<file path="config.mk">
export PLATFORM = sky130hd
export DESIGN_NAME = pseq_ctrl
export DESIGN_NICKNAME = d
export VERILOG_FILES = /design/src/rtl/pseq_pkg.sv /design/src/rtl/pseq_sync.sv /design/src/rtl/pseq_timer.sv /design/src/rtl/pseq_ramp.sv /design/src/rtl/pseq_ctrl.sv
export SDC_FILE = /design/constraint.sdc
export NUM_CORES = 1
export LEC_CHECK = 0
export BUFFER_PORTS_ARGS = -buffer_cell sky130_fd_sc_hd__buf_2
export CORE_MARGIN = 1
export CORE_UTILIZATION = 58
export DETAILED_ROUTE_END_ITERATION = 8
export PLACE_DENSITY = 0.83
export SLEW_MARGIN = 0
export SYNTH_ARGS = -nofsm -noshare
export SYNTH_HDL_FRONTEND = slang
export SYNTH_HIERARCHICAL = 1
export SYNTH_SLANG_ARGS = --single-unit
</file>
<file path="constraint.sdc">
create_clock -name clk -period 5.5 [get_ports clk]
set_input_delay 1.375 -clock clk [delete_from_list [all_inputs] [get_ports clk]]
set_output_delay 1.375 -clock clk [all_outputs]
set_load 0.05 [all_outputs]
</file>
<file path="src/rtl/pseq_pkg.sv">
package pseq_pkg;

   typedef enum logic [2:0] {
      PS_OFF,
      PS_EARST,
      PS_SOFT,
      PS_ACTIVE,
      PS_SLPWAIT,
      PS_SLEEP,
      PS_WAKE
   } pseq_state_e;

   typedef enum logic [1:0] {
      CODE_ZERO,
      CODE_RAMP,
      CODE_FULL
   } code_mode_e;

   typedef struct packed {
      logic       sw_en;
      logic       sby_en;
      logic       vtt_en;
      logic       ref_short;
      logic       ea_rst;
      logic       blk_oe;
      logic       pg_cmp_en;
      code_mode_e code_mode;
   } pseq_out_t;

   // Moore decode of the sequencer state into rail controls.
   function automatic pseq_out_t pseq_decode(pseq_state_e s);
      pseq_out_t o;
      o = '{sw_en: 1'b0, sby_en: 1'b0, vtt_en: 1'b0, ref_short: 1'b0,
            ea_rst: 1'b0, blk_oe: 1'b1, pg_cmp_en: 1'b0, code_mode: CODE_ZERO};
      case (s)
         PS_EARST: begin
            o.ea_rst = 1'b1;
         end
         PS_SOFT: begin
            o.sw_en     = 1'b1;
            o.vtt_en    = 1'b1;
            o.blk_oe    = 1'b0;
            o.code_mode = CODE_RAMP;
         end
         PS_ACTIVE: begin
            o.sw_en     = 1'b1;
            o.vtt_en    = 1'b1;
            o.blk_oe    = 1'b0;
            o.pg_cmp_en = 1'b1;
            o.code_mode = CODE_FULL;
         end
         PS_SLPWAIT: begin
            o.sw_en     = 1'b1;
            o.sby_en    = 1'b1;
            o.ref_short = 1'b1;
            o.code_mode = CODE_FULL;
         end
         PS_SLEEP: begin
            o.sby_en    = 1'b1;
            o.ref_short = 1'b1;
            o.code_mode = CODE_FULL;
         end
         PS_WAKE: begin
            o.sw_en     = 1'b1;
            o.vtt_en    = 1'b1;
            o.blk_oe    = 1'b0;
            o.code_mode = CODE_FULL;
         end
         default: ;
      endcase
      return o;
   endfunction

endpackage

</file>
<file path="src/rtl/pseq_sync.sv">
module pseq_sync #(
   parameter int WIDTH  = 2,
   parameter int STAGES = 2
) (
   input  logic             clk,
   input  logic             rst_n,
   input  logic [WIDTH-1:0] d,
   output logic [WIDTH-1:0] q
);

   if (STAGES < 2) begin : g_bad_stages
      $error("pseq_sync: STAGES must be at least 2");
   end

   logic [WIDTH-1:0] chain [STAGES];

   for (genvar i = 0; i < STAGES; i++) begin : g_stage
      if (i == 0) begin : g_first
         always_ff @(posedge clk or negedge rst_n) begin
            if (!rst_n) chain[i] <= '0;
            else        chain[i] <= d;
         end
      end else begin : g_next
         always_ff @(posedge clk or negedge rst_n) begin
            if (!rst_n) chain[i] <= '0;
            else        chain[i] <= chain[i-1];
         end
      end
   end

   assign q = chain[STAGES-1];

endmodule

</file>
<file path="src/rtl/pseq_timer.sv">
module pseq_timer #(
   parameter int CNT_W = 12
) (
   input  logic             clk,
   input  logic             rst_n,
   input  logic             clr,
   input  logic [CNT_W-1:0] last,
   output logic [CNT_W-1:0] cnt,
   output logic             done
);

   if (CNT_W < 2) begin : g_bad_width
      $error("pseq_timer: CNT_W must be at least 2");
   end

   always_ff @(posedge clk or negedge rst_n) begin
      if (!rst_n)   cnt <= '0;
      else if (clr) cnt <= '0;
      else          cnt <= cnt + 1'b1;
   end

   assign done = (cnt == last);

endmodule

</file>
<file path="src/rtl/pseq_ramp.sv">
module pseq_ramp #(
   parameter int SS_LOG2 = 11,
   parameter int RAMP_W  = 8
) (
   input  logic [SS_LOG2-1:0]      step,
   input  pseq_pkg::code_mode_e    mode,
   output logic [RAMP_W-1:0]       code
);
   import pseq_pkg::*;

   logic [RAMP_W-1:0] ramp_val;

   if (SS_LOG2 >= RAMP_W) begin : g_narrow
      localparam int SHIFT = SS_LOG2 - RAMP_W;
      assign ramp_val = RAMP_W'(step >> SHIFT);
   end else begin : g_wide
      localparam int PAD = RAMP_W - SS_LOG2;
      // Replicating the step MSB keeps the code monotonic and reaches all ones.
      assign ramp_val = {step, {PAD{step[SS_LOG2-1]}}};
   end

   always_comb begin
      case (mode)
         CODE_RAMP: code = ramp_val;
         CODE_FULL: code = '1;
         default:   code = '0;
      endcase
   end

endmodule

</file>
<file path="src/rtl/pseq_ctrl.sv">
module pseq_ctrl #(
   parameter int CNT_W       = 12,
   parameter int RST_CYCLES  = 2048,
   parameter int SS_CYCLES   = 2048,
   parameter int PG_CYCLES   = 2048,
   parameter int RAMP_W      = 8,
   parameter int SYNC_STAGES = 2
) (
   input  logic              clk,
   input  logic              rst_n,
   input  logic              por_5vsb,
   input  logic              por_12v,
   input  logic              gate_ok,
   input  logic              slp_s3_n,
   input  logic              slp_s5_n,
   input  logic              phase_pulse,
   input  logic              pgood_in,
   output logic              sw_en,
   output logic              sby_en,
   output logic              vtt_en,
   output logic              ref_short,
   output logic              ea_rst,
   output logic [RAMP_W-1:0] ss_code,
   output logic              blk_drv,
   output logic              blk_oe,
   output logic              pg_cmp_en,
   output logic              pgood
);
   import pseq_pkg::*;

   localparam int SS_LOG2 = $clog2(SS_CYCLES);
   localparam logic [CNT_W-1:0] RST_LAST = CNT_W'(RST_CYCLES - 1);
   localparam logic [CNT_W-1:0] SS_LAST  = CNT_W'(SS_CYCLES - 1);
   localparam logic [CNT_W-1:0] PG_LAST  = CNT_W'(PG_CYCLES - 1);

   if (RST_CYCLES < 2 || RST_CYCLES > (1 << CNT_W)) begin : g_bad_rst
      $error("pseq_ctrl: RST_CYCLES out of counter range");
   end
   if (PG_CYCLES < 2 || PG_CYCLES > (1 << CNT_W)) begin : g_bad_pg
      $error("pseq_ctrl: PG_CYCLES out of counter range");
   end
   if (SS_CYCLES < 2 || SS_CYCLES > (1 << CNT_W)
       || (1 << SS_LOG2) != SS_CYCLES) begin : g_bad_ss
      $error("pseq_ctrl: SS_CYCLES must be a power of two within counter range");
   end
   if (RAMP_W < 1) begin : g_bad_ramp
      $error("pseq_ctrl: RAMP_W must be positive");
   end

   // Sleep request synchronizers: bit 1 = soft-off, bit 0 = suspend.
   logic [1:0] slp_sync;
   logic       s3_awake;
   logic       s5_awake;

   pseq_sync #(.WIDTH(2), .STAGES(SYNC_STAGES)) u_sync (
      .clk  (clk),
      .rst_n(rst_n),
      .d    ({slp_s5_n, slp_s3_n}),
      .q    (slp_sync)
   );
   assign s3_awake = slp_sync[0];
   assign s5_awake = slp_sync[1];

   pseq_state_e      st_q;
   pseq_state_e      st_d;
   logic [CNT_W-1:0] tmr_cnt;
   logic [CNT_W-1:0] tmr_last;
   logic             tmr_done;
   logic             all_ok;
   pseq_out_t        ctl;

   assign all_ok = por_5vsb & por_12v & gate_ok;

   always_comb begin
      case (st_q)
         PS_EARST: tmr_last = RST_LAST;
         PS_SOFT:  tmr_last = SS_LAST;
         PS_WAKE:  tmr_last = PG_LAST;
         default:  tmr_last = '0;
      endcase
   end

   pseq_timer #(.CNT_W(CNT_W)) u_timer (
      .clk  (clk),
      .rst_n(rst_n),
      .clr  (st_d != st_q),
      .last (tmr_last),
      .cnt  (tmr_cnt),
      .done (tmr_done)
   );

   always_comb begin
      st_d = st_q;
      if (!s5_awake || !por_5vsb) begin
         st_d = PS_OFF;
      end else begin
         case (st_q)
            PS_OFF: begin
               if (all_ok && s3_awake) st_d = PS_EARST;
            end
            PS_EARST: begin
               if (!all_ok)       st_d = PS_OFF;
               else if (tmr_done) st_d = PS_SOFT;
            end
            PS_SOFT: begin
               if (!all_ok)       st_d = PS_OFF;
               else if (tmr_done) st_d = PS_ACTIVE;
            end
            PS_ACTIVE: begin
               if (!all_ok)       st_d = PS_OFF;
               else if (!s3_awake) st_d = PS_SLPWAIT;
            end
            PS_SLPWAIT: begin
               if (phase_pulse)   st_d = PS_SLEEP;
            end
            PS_SLEEP: begin
               if (s3_awake && por_12v) st_d = PS_WAKE;
            end
            PS_WAKE: begin
               if (!all_ok)        st_d = PS_OFF;
               else if (!s3_awake) st_d = PS_SLPWAIT;
               else if (tmr_done)  st_d = PS_ACTIVE;
            end
            default: st_d = PS_OFF;
         endcase
      end
   end

   always_ff @(posedge clk or negedge rst_n) begin
      if (!rst_n) st_q <= PS_OFF;
      else        st_q <= st_d;
   end

   assign ctl = pseq_decode(st_q);

   pseq_ramp #(.SS_LOG2(SS_LOG2), .RAMP_W(RAMP_W)) u_ramp (
      .step(tmr_cnt[SS_LOG2-1:0]),
      .mode(ctl.code_mode),
      .code(ss_code)
   );

   assign sw_en     = ctl.sw_en;
   assign sby_en    = ctl.sby_en;
   assign vtt_en    = ctl.vtt_en;
   assign ref_short = ctl.ref_short;
   assign ea_rst    = ctl.ea_rst;
   assign blk_oe    = ctl.blk_oe;
   assign blk_drv   = 1'b0;
   assign pg_cmp_en = ctl.pg_cmp_en;
   assign pgood     = (st_q == PS_ACTIVE) & ctl.pg_cmp_en & pgood_in;

endmodule

</file>
# == Yosys cells after proc, flatten, opt, wreduce, memory -nomap -nowiden ==
# Cells that the tools add are included.
# word_totals
regBits,19
in_bits,9
out_inout_bits,17
# classes
add_sub_neg,1
eq_ne,10
muxes,23
bitwise_logic,4
reduce_logical,11
# ops
cell,n
$mux W3,12
$pmux W3 S7,1
$pmux W8 S2,1
$add A12 B1 Y12 const B,1
$eq A12 B11 Y1,1
$mux W12,1
$mux W11,1
$eq A3 B3 Y1 const B,3
$reduce_or A4 Y1,2
$eq A3 B2 Y1 const B,2
$mux W1,6
$reduce_or A3 Y1,2
$and A1 B1 Y1,4
$pmux W2 S2,1
$eq A3 B1 Y1 const B,1
$logic_not A3 Y1,1
$ne A3 B3 Y1,1
$eq A2 B1 Y1 const B,1
$eq A2 B2 Y1 const B,1
$logic_and A1 B1 Y1,2
$logic_not A1 Y1,2
$reduce_or A2 Y1,1
$logic_or A1 B1 Y1,1

# == Longest topological paths before layout ==
# depth
word_depth,11
ltp_mapped,14
mapped_depth_nobuf,12

# == Cells and area by module ==
# Netlist, hierarchy kept.
# modules_own_cells
mod,instances,cells_each,area_each_um2,seq_area_each_um2
pseq_timer,1,72,700.7,300.3
pseq_ctrl,1,69,465.4,75.1
pseq_ramp,1,23,137.6,0.0
pseq_sync,1,6,115.1,100.1

# == Least setup slack after synthesis ==
# OpenSTA, ideal clock, no wires.
# synth_path
path_type,register to output
startpoint,register st_q[2]
endpoint,output blk_oe
t_arrival_ns,1.970
path_slack_ns,2.155
stages_incl_launch_ff,5
path_buffers,2
cell_sequence,dfrtp_1 -> buf_6 -> buf_2 -> a21oi_1 -> inv_1
# synth_between
elab_chain_cells,3
word_cells_on_any_way,5
classes_between,eq/ne: 3; mux: 1; reduce/logical: 1
# synth_rtl
item,line_no,source
"start, declared",pseq_ctrl.sv:64,pseq_state_e st_q;
"start signal, assigned",pseq_ctrl.sv:131,else st_q <= st_d;
$eq A3 B2 Y1 / $eq A3 B3 Y1 (equally long branches),pseq_pkg.sv:35,case (s)
$reduce_or A3 Y1 (no source line) (*),--,
$mux W1 (*),pseq_pkg.sv:35,
"end, declared",pseq_ctrl.sv:25,"output logic blk_oe,"
# Mark *: on every way between the ends. The rest lies on a longest branch, timed or not.

==> summary.txt <==
Yosys cell types: 41
Max FO, Critical Path: 15
global-route wire length before repair: 5023 µm
Post-CTS Hold Buffers: 0
antenna diode count: 0
Final TNS setup: 0 ns
PD cells: 258.7 nW/µm²
worst hold endpoint: u_sync/q[0]$_DFF_PN0_
overall power: 0.3894 mW
post-route minimum period: 3.678 ns
Slew Limit Fails: 0
initial drt markers: 47
IO Count: 26
hold path cells: 0
sequential share of the synthesized area: 33.51%
DRC violations left: 0
row count: 17
post-route clock skew: 0.006703 ns
via count: 1251
CP startpoint kind: flip-flop
post-cts sizing count: 0
synth warn: 6
Period Utilization, post-route: 66.87%
Worst-Skew Late Latency: 0.28 ns
DP HPWL: 2154 µm
Post-DRT Antenna Nets: 0
total CTS buffers: 3
Leak: 0.6298 nW
total grt overflow: 0
layout cells sized above 1: 19.57%
Max Cap Viol: 0
drt via density: 5.901
setup bufs post-CTS: 0
largest net degree at the start of global routing: 20
Final nets: 197
Mapped Area: 1419 µm²
top cell type's share of synthesized area: 33.51%
f_max: 0.2719 GHz
worst path arrival time: 2.30 ns
min-delay src: u_sync/chain[2]$_DFF_PN0_
Post-synth ARST share: 100.0%
fillers: 194
synthesized area per cell: 8.346 µm²
RSZ-0062 raised after global routing: no
Die Footprint: 2648 µm²
drt pass-1 iters: 4
vias in the first global route: 1095
Worst EP required: 4.12 ns
CTS tree: built
status: complete, no violations
RD Place Congestion: 0.8884
Place WS: 1.893 ns
Clock transition at path regs: 0.09 ns
Root Buffer: clkbuf_4
Final setup viols: 0
most numerous cell in the Yosys netlist: dfrtp_1
FF-to-FF Start: st_q[2]$_DFF_PN0_
routed len/inst: 14.13 µm
Mapped Cells: 170
DP Area: 1479 µm²
initial core utilization: 62.93%
Max-Slew Margin vs Limit: 37.27%
overall routed net length: 2995 µm
Worst Tran Pin Value: 0.9401 ns
Hold/Removal Path Class: flip-flop to flip-flop
clk buf depth: 2
R2R Setup Slk: 1.85 ns
worst r2r path cells: 11
Worst Slack Setup Final: 1.822 ns
most frequent cells after synthesis: 19 x dfrtp_1, 18 x nor2_1, 17 x a21oi_1
core area: 2255 µm²
H-tree levels: 1
Final Hold Fails: 0
Die H: 51.46 µm
CP endpoint kind: output pin
Finished Cell Area: 1505 µm²
EDFF count, synth: 0
Syn-to-layout area delta: 6.084%
Synth area leader: dfrtp_1
die width: 51.46 µm
CTS sink count: 19
Max rail drop VDD: 0.2331 mV
Area contributors post-synth: dfrtp_1 34%, xnor2_1 8.6%, a21oi_1 6.0%
initial antenna violation count: 0
Total GRT Usage: 25.33%
kind of critical path: flip-flop to output pin
worst r2r dst: u_timer/cnt[8]$_DFF_PN0_
PortBufs: 24
most common flop cell mapped by yosys: dfrtp_1
#FFs+latches synth: 19
## layout make-up
type	count	area, µm²	share of cell area (%)
Multi-Input combinational cell	129	818.3	54.36
Tap cell	28	35.03	2.328
Clock buffer	4	26.28	1.746
Sequential cell	19	475.5	31.59
Inverter	8	30.03	1.995
Timing Repair Buffer	24	120.1	7.980
## cell usage in the layout, fill, tap and decap left out, types with 2 or more instances in the layout
cell,n
a21oi_1,17
a21oi_2,4
and2_1,2
buf_2,24
clkbuf_4,3
conb_1,2
dfrtp_1,19
ha_1,3
inv_1,8
nand2_1,10
nand2b_1,3
nand3_1,6
nand3_2,2
nand4_1,5
nor2_1,18
nor2b_1,6
nor3_1,2
o21ai_0,6
o22ai_1,2
o31ai_1,4
or3_1,3
or4_1,4
xnor2_1,14
xor2_1,2
## critical path, cell delays in order, from the launching register on
cell and delay (ns):
dfrtp_1 0.60, nand2_1 0.15, xnor2_1 0.29, ha_1 0.42
a21oi_1 0.11, nor2_1 0.16, buf_2 0.29
## logic make-up (layout without fill, tap and decap cells)
| kind of cell | Yosys count | after routing | synth area share (%) |
|---|---|---|---|
| AND/OR/NAND/NOR | 65 | 65 | 24.78 |
| AO/OA/AOI/OAI | 42 | 42 | 19.14 |
| XOR/XNOR | 16 | 16 | 9.877 |
| buffers and inverters | 23 | 36 | 9.083 |
| other | 1 | 2 | 0.2643 |
| multiplexers | 1 | 1 | 0.7055 |
| flip-flops | 19 | 19 | 33.51 |
| adder cells (fa/ha/maj) | 3 | 3 | 2.646 |
## sequential cells by signal, summed over array words and instances (netlist names)
signal        count
u_sync/chain      2
u_sync/q          2
st_q              3
u_timer/cnt      12
## report_power, final
group          internal [mW]  switching [mW]  total (mW)
clock                 0.0281          0.0379      0.0660
sequential             0.166          0.0564       0.222
combinational         0.0493          0.0517       0.101
total                  0.243           0.146       0.389
## per-stage QoR
stage          std cells  hold WS, ns  utilization (%)
5_1_grt              212       0.3679            66.76
2_1_floorplan        171       0.3312                -
6_report             212       0.3590            66.76
4_1_cts              212       0.3611            66.76
3_5_place_dp         208       0.3387            65.59
3_3_place_gp         208       0.3332            65.59
## metal layers
metal	vias to the layer above	GRT usage (%)	part of all wire [%]
li1	616	-	-
met1	594	36.95	46
met2	37	38.10	49
met3	4	2.679	4.2
met4	0	10.36	1.0
met5	-	0	0
## worst max-delay path by stage
| stage | depth (start not counted) | end | slack [ns] | startpoint |
|---|---|---|---|---|
| after floorplan | 4 | blk_oe | 2.15 | st_q[2]$_DFF_PN0_ |
| after global placement | 11 | u_timer/cnt[9]$_DFF_PN0_ | 2.12 | st_q[2]$_DFF_PN0_ |
| after detailed placement | 11 | u_timer/cnt[8]$_DFF_PN0_ | 1.89 | st_q[2]$_DFF_PN0_ |
| after CTS | 11 | u_timer/cnt[5]$_DFF_PN0_ | 1.87 | st_q[2]$_DFF_PN0_ |
| after global routing | 11 | u_timer/cnt[10]$_DFF_PN0_ | 1.49 | st_q[2]$_DFF_PN0_ |
| final | 6 | ss_code[4] | 1.82 | st_q[1]$_DFF_PN0_ |
Note: power is estimated with default switching activity, not from simulation.
